`config.mk`:
```
export PLATFORM = sky130hd
export DESIGN_NAME = prio_call_dispatch
export DESIGN_NICKNAME = d
export VERILOG_FILES = /design/src/rtl/prio_call_dispatch.sv
export SDC_FILE = /design/constraint.sdc
export NUM_CORES = 1
export LEC_CHECK = 0
export BUFFER_PORTS_ARGS = -buffer_cell sky130_fd_sc_hd__buf_4
export CAP_MARGIN = 20
export CELL_PAD_IN_SITES_DETAIL_PLACEMENT = 1
export CELL_PAD_IN_SITES_GLOBAL_PLACEMENT = 2
export CORE_MARGIN = 2
export CORE_UTILIZATION = 35
export DETAILED_ROUTE_END_ITERATION = 10
export PLACE_DENSITY = 0.76
export SYNTH_ARGS = -nofsm -noshare
export SYNTH_HDL_FRONTEND = slang
export SYNTH_SLANG_ARGS = --single-unit
```
`constraint.sdc`:
```
create_clock -name clk -period 1.4 [get_ports clk]
set_clock_uncertainty 0.05 [all_clocks]
set_input_delay 0.42 -clock clk [delete_from_list [all_inputs] [get_ports clk]]
set_output_delay 0.42 -clock clk [all_outputs]
set_load 0.05 [all_outputs]
```
`src/rtl/prio_call_dispatch.sv`:
```
module prio_call_dispatch #(
  parameter int NUM_STN     = 5,
  parameter int SYNC_STAGES = 2,
  localparam int IDX_W      = $clog2(NUM_STN)
) (
  input  logic               clk,
  input  logic               rst_n,
  input  logic               clr,
  input  logic [NUM_STN-1:0] call_n,
  input  logic [NUM_STN-1:0] ack_n,
  output logic [NUM_STN-1:0] lamp,
  output logic [IDX_W-1:0]   lamp_idx,
  output logic               lamp_vld
);

  logic [NUM_STN-1:0] call_pipe [SYNC_STAGES];
  logic [NUM_STN-1:0] ack_pipe  [SYNC_STAGES];
  logic [NUM_STN-1:0] call_s, ack_s, pend;
  logic [NUM_STN-1:0] nxt_oh;
  logic [IDX_W-1:0]   nxt_idx;
  logic               nxt_vld;
  logic               hold_top2;

  always_ff @(posedge clk or negedge rst_n) begin
    if (!rst_n) begin
      for (int s = 0; s < SYNC_STAGES; s++) begin
        call_pipe[s] <= '0;
        ack_pipe[s]  <= '0;
      end
    end else begin
      call_pipe[0] <= ~call_n;
      ack_pipe[0]  <= ~ack_n;
      for (int s = 1; s < SYNC_STAGES; s++) begin
        call_pipe[s] <= call_pipe[s-1];
        ack_pipe[s]  <= ack_pipe[s-1];
      end
    end
  end

  assign call_s = call_pipe[SYNC_STAGES-1];
  assign ack_s  = ack_pipe[SYNC_STAGES-1];

  always_ff @(posedge clk or negedge rst_n) begin
    if (!rst_n)   pend <= '0;
    else if (clr) pend <= '0;
    else          pend <= (pend | call_s) & ~ack_s;
  end

  // equal rank at the top tier: a displayed station 1 is not displaced by station 0
  assign hold_top2 = lamp_vld && (lamp_idx == IDX_W'(1)) && pend[1];

  always_comb begin
    nxt_oh  = '0;
    nxt_idx = '0;
    nxt_vld = 1'b0;
    for (int i = NUM_STN-1; i >= 0; i--) begin
      if (pend[i]) begin
        nxt_oh  = '0;
        nxt_oh[i] = 1'b1;
        nxt_idx = IDX_W'(i);
        nxt_vld = 1'b1;
      end
    end
    if (hold_top2) begin
      nxt_oh  = '0;
      nxt_oh[1] = 1'b1;
      nxt_idx = IDX_W'(1);
      nxt_vld = 1'b1;
    end
  end

  always_ff @(posedge clk or negedge rst_n) begin
    if (!rst_n) begin
      lamp     <= '0;
      lamp_idx <= '0;
      lamp_vld <= 1'b0;
    end else begin
      lamp     <= nxt_oh;
      lamp_idx <= nxt_idx;
      lamp_vld <= nxt_vld;
    end
  end

  a_r1_onehot: assert property (@(posedge clk) disable iff (!rst_n) $onehot0(lamp));
  a_r1_vld_match: assert property (@(posedge clk) disable iff (!rst_n)
    lamp_vld |-> lamp[lamp_idx]);
  a_r1_idle_dark: assert property (@(posedge clk) disable iff (!rst_n)
    !lamp_vld |-> (lamp == '0));
  a_r3_top_wins: assert property (@(posedge clk) disable iff (!rst_n)
    (pend[0] || pend[1]) |=> (lamp_vld && (lamp_idx < IDX_W'(2))));
  a_r4_lower_order: assert property (@(posedge clk) disable iff (!rst_n)
    (!pend[0] && !pend[1] && pend[2]) |=> (lamp_idx == IDX_W'(2)));
  a_r5_equal_hold: assert property (@(posedge clk) disable iff (!rst_n)
    (lamp_vld && lamp_idx == IDX_W'(1) && pend[1]) |=> (lamp_idx == IDX_W'(1)));
  a_r9_clear: assert property (@(posedge clk) disable iff (!rst_n)
    clr |=> (pend == '0));

  for (genvar g = 0; g < NUM_STN; g++) begin : g_chk
    a_r2_persist: assert property (@(posedge clk) disable iff (!rst_n)
      (pend[g] && !ack_s[g] && !clr) |=> pend[g]);
    a_r8_ack_wins: assert property (@(posedge clk) disable iff (!rst_n)
      ack_s[g] |=> !pend[g]);
  end

endmodule

```
[Yosys cells after proc, flatten, opt, wreduce, memory -nomap -nowiden]
Index checks and enable logic that the tools add are counted.
Storage, ports and cells
  register bits after elaboration: 34
Operators by class
  reduce and logical (&&, ||, !) cells: 2
  multiplexer cells: 19
  bitwise gates (word level): 5
  eq/ne operators: 1
Operator list (number)
  5-bit 2-to-1 mux: 7
  3-bit 2-to-1 mux: 6
  5-bit inverter: 3
  1-bit 2-to-1 mux: 6
  5-bit AND: 1
  5-bit OR: 1
  3-bit by 1-bit == test with 1-bit output (second input constant): 1
  1-bit logical AND: 2

[Depth between registers and ports, before layout]
  depth in word-level cells: 6
  gate-level depth with buffers: 2
  depth with buffers taken out: 2

[Least setup slack after synthesis]
OpenSTA, ideal clock, no wires.
  path kind: reg-to-output
  from: reg lamp[4] (netlist name)
  to: out lamp_idx[2]
  data required time: 0.930 ns
  arrival time: 0.898 ns
  stages on the path, launching flop included: 2
  setup slack: 0.032 ns
  path buffers: 1
  path through: dfrtp_1 -> buf_4
RTL lines
  end: declaration: line 12  | output logic [IDX_W-1:0] lamp_idx,

==> results.md <==
- Crit path launch type: flop
- Core Rows: 19
- Clock-pin slew on the worst setup and hold paths: 0.10 ns
- Routed Antenna Nets: 0
- Status: finished, final reports clean
- Slowest-stage cell, CP: dfrtp_1
- Max H-tree Level: 2
- Most numerous cell in the Yosys netlist: dfrtp_1
- Endpoints failing hold: 0
- Vias in the first global route: 556
- Final critical-path share of the clock period: 0.9851
- Via count: about 570
- Max Cap Violations: 0
- Pre-CTS WS: approximately 0.34 ns
- Reg2reg end: lamp_idx[0]
- Crit path arrival time: 0.91 ns
- First-pass GRT wire length: between 2000 and 2500 um
- Inserted Clock Buffers: 5
- Crit-path leading delay family: flip-flops
- PortBufs: 21
- Overall routing resource usage: 0.1135
- Total power per unit cell area: 1457 nW/um^2
- Core footprint: 2758 um^2
- Gpl congestion: 0.6227
- Avg Inst Size Synth: 14.90 um^2
- Setup WS post-layout: 0.02090 ns
- Leak Pwr: 0.6718 nW
- Reg2reg start: pend[0]
- Post-synth top area cell: dfrtp_1
- Peak supply drop: 864.4 uV
- Avg WL per Cell: 11.42 um
- Hold Path Depth: 2
- Clock Sink Count: 33
- Die area: ~3300 um^2
- Area share of the largest cell type after synthesis: 0.8148
- Slew Limit Fails: 0
- Required @ worst endpoint: 0.93 ns
- Slew at the pin closest to its max-slew limit: 0.3903 ns
- Clk Latency, worst-skew pair: 0.33 ns
- RSZ-0062 raised after global routing: yes
- Fraction of layout cells with a size suffix above 1: 0.3093
- Endpoint, Worst Hold: ack_pipe[5]
- Initial antenna violation count: 0
- Final net count: 109
- Worst Hold Class: primary input to flop
- WP buf/inv: 1
- Grt total ovfl: 0
- Via/cell ratio: 4.422
- Initial drt markers: 7
- Crit end category: output port
- Chip Width: between 50 and 60 um
- Postcts setup bufs: 0
- Leading post-synthesis cells by cell area: dfrtp_1 (81%), inv_1 (4.1%), nor3_1 (3.0%), nor2_1 (2.6%), o211ai_2 (1.2%)
- # setup viols final: 0
- Critical path's largest stage delay: 0.42 ns
- # diodes: 0
- GR peak layer: met2
- Cells after Synth: 68
- Post-synth top flop: dfrtp_1
- Area Overhead vs Synth: 31.36%
- Register area share after synthesis: 0.8148
- Rel. slew slack: 0.7398
- CTS tree: yes
- Syn nets: 81
- Pin count of the biggest net entering global routing: 34
- Crit path cell chain: buf_6
- Flops & latches, synth: 33
- Tot Pwr: 1.940 mW
- Worst-path fanout max: 3
- Top Ports: 22
- FF-to-FF setup slack: 0.33 ns
- Die span in y: 57.81 um
- Async SR Flop Fraction: 1.000
- Yosys cell types: 15
- # DRC: 0
- Root Buffer: clkbuf_4
- Fin crit period: 1.379 ns
- DP HPWL: 1013 um
- R2R cell count: 2
- Worst Hold Launch: ack_n[0]
- Final wirelength: 1462 um
- Synth cell count leaders: dfrtp_1 (33), inv_1 (11), nor2_1 (7), nor3_1 (6)
- Maximum clock path buffer count: 2
- Initial core utilization: 0.3675
- First-pass detailed-route iteration total: 2
- Netlist Area Pre-Place: 1013 um^2
- M1 GR Usage: 0.1123
- FMAX: 0.7251 GHz
- Crit Path Class: flop to output port
- Post-synth EDFFs: 0
- Ys Warns: 0
- Met3 usage: 0.08036
- M2 GR Usage: 0.1672
-- layer usage --
metal	part of all wire	up-vias
met5	0	-
met4	0.012	0
met3	0.086	2
met2	0.50	24
met1	0.40	270
li1	-	270
-- final cells by class --
cell class | instances | area [um^2]
sequential | 33 | 825.8
fill | 285 | 1426
multi-input combinational | 23 | 138.9
timing repair buffer | 22 | 201.4
tap | 31 | 38.79
clock inverter | 1 | 30.03
inverter | 11 | 41.29
clock buffer | 7 | 55.05
-- cells by family after synthesis --
| group | synth area share |
|---|---|
| and+or+nand+nor | 0.1124 |
| AOI/OAI and AO/OA | 0.02469 |
| DFF | 0.8148 |
| buffers and inverters | 0.04815 |
-- registers in the layout (all words and copies together), names as in the netlist --
register,cells
ack_pipe,5
ack_s,5
call_pipe,5
call_s,5
lamp,5
lamp_idx,2
lamp_vld,1
pend,5
-- layout by cell type, fill, tap and decap left out --
master | Yosys | layout
buf_6 | 0 | 9
nor4b_1 | 1 | 1
dfrtp_1 | 33 | 33
bufinv_16 | 0 | 1
o21a_1 | 1 | 1
o211ai_2 | 1 | 1
clkbuf_8 | 0 | 1
nor2_1 | 7 | 7
nand4bb_1 | 1 | 1
or3b_1 | 1 | 1
and2_1 | 1 | 1
clkbuf_1 | 0 | 1
buf_4 | 1 | 12
inv_1 | 11 | 11
and3_1 | 1 | 1
dlygate4sd3_1 | 0 | 1
clkbuf_4 | 0 | 5
a21oi_1 | 1 | 1
nor3_1 | 6 | 6
nand2b_2 | 1 | 1
nand3b_1 | 1 | 1
-- power by group --
| group | switching, mW | total (mW) | internal [mW] | leakage, nW |
|---|---|---|---|---|
| Combinational | 0.106 | 0.178 | 0.0719 | 0.221 |
| Clock | 0.307 | 0.733 | 0.426 | 0.0455 |
| Sequential | 0.0255 | 1.03 | 1.00 | 0.405 |
| Total | 0.439 | 1.94 | 1.50 | 0.672 |
-- repair_timing --
| item | in CTS | in global routing |
|---|---|---|
| endpoints found under the setup margin | 5 | 9 |
| hold endpoints to repair | 33 | 0 |
| pin swaps | 0 | 0 |
| gates resized for setup | 5 | 4 |
| hold buffers | 1 | 0 |
-- stage by stage --
step                      instances  hold slack (ns)  cell area [um^2]    util  TNS [ns]
after detailed placement        119           0.2858              1202  0.4360         0
after global placement          119           0.2820              1202  0.4360         0
after global routing            128           0.1166              1331  0.4828   -0.1495
after CTS                       128           0.1488              1316  0.4773  -0.02675
after floorplan                  68          0.07441              1013       -         0
final                           128           0.1672              1331  0.4828         0
-- worst max path at each step --
stage	cells past startpoint	to	from	slack, ns
finish	1	lamp_idx[2]	lamp[4]	0.02
CTS	1	lamp_idx[2]	lamp[4]	-0.01
detailed placement	2	lamp_idx[0]	pend[0]	0.34
global placement	1	lamp_idx[2]	lamp[4]	0.38
global route	1	lamp_idx[2]	lamp[4]	-0.04
floorplan	1	lamp_idx[2]	lamp[4]	0.03
Note: power is estimated with default switching activity, not from simulation.
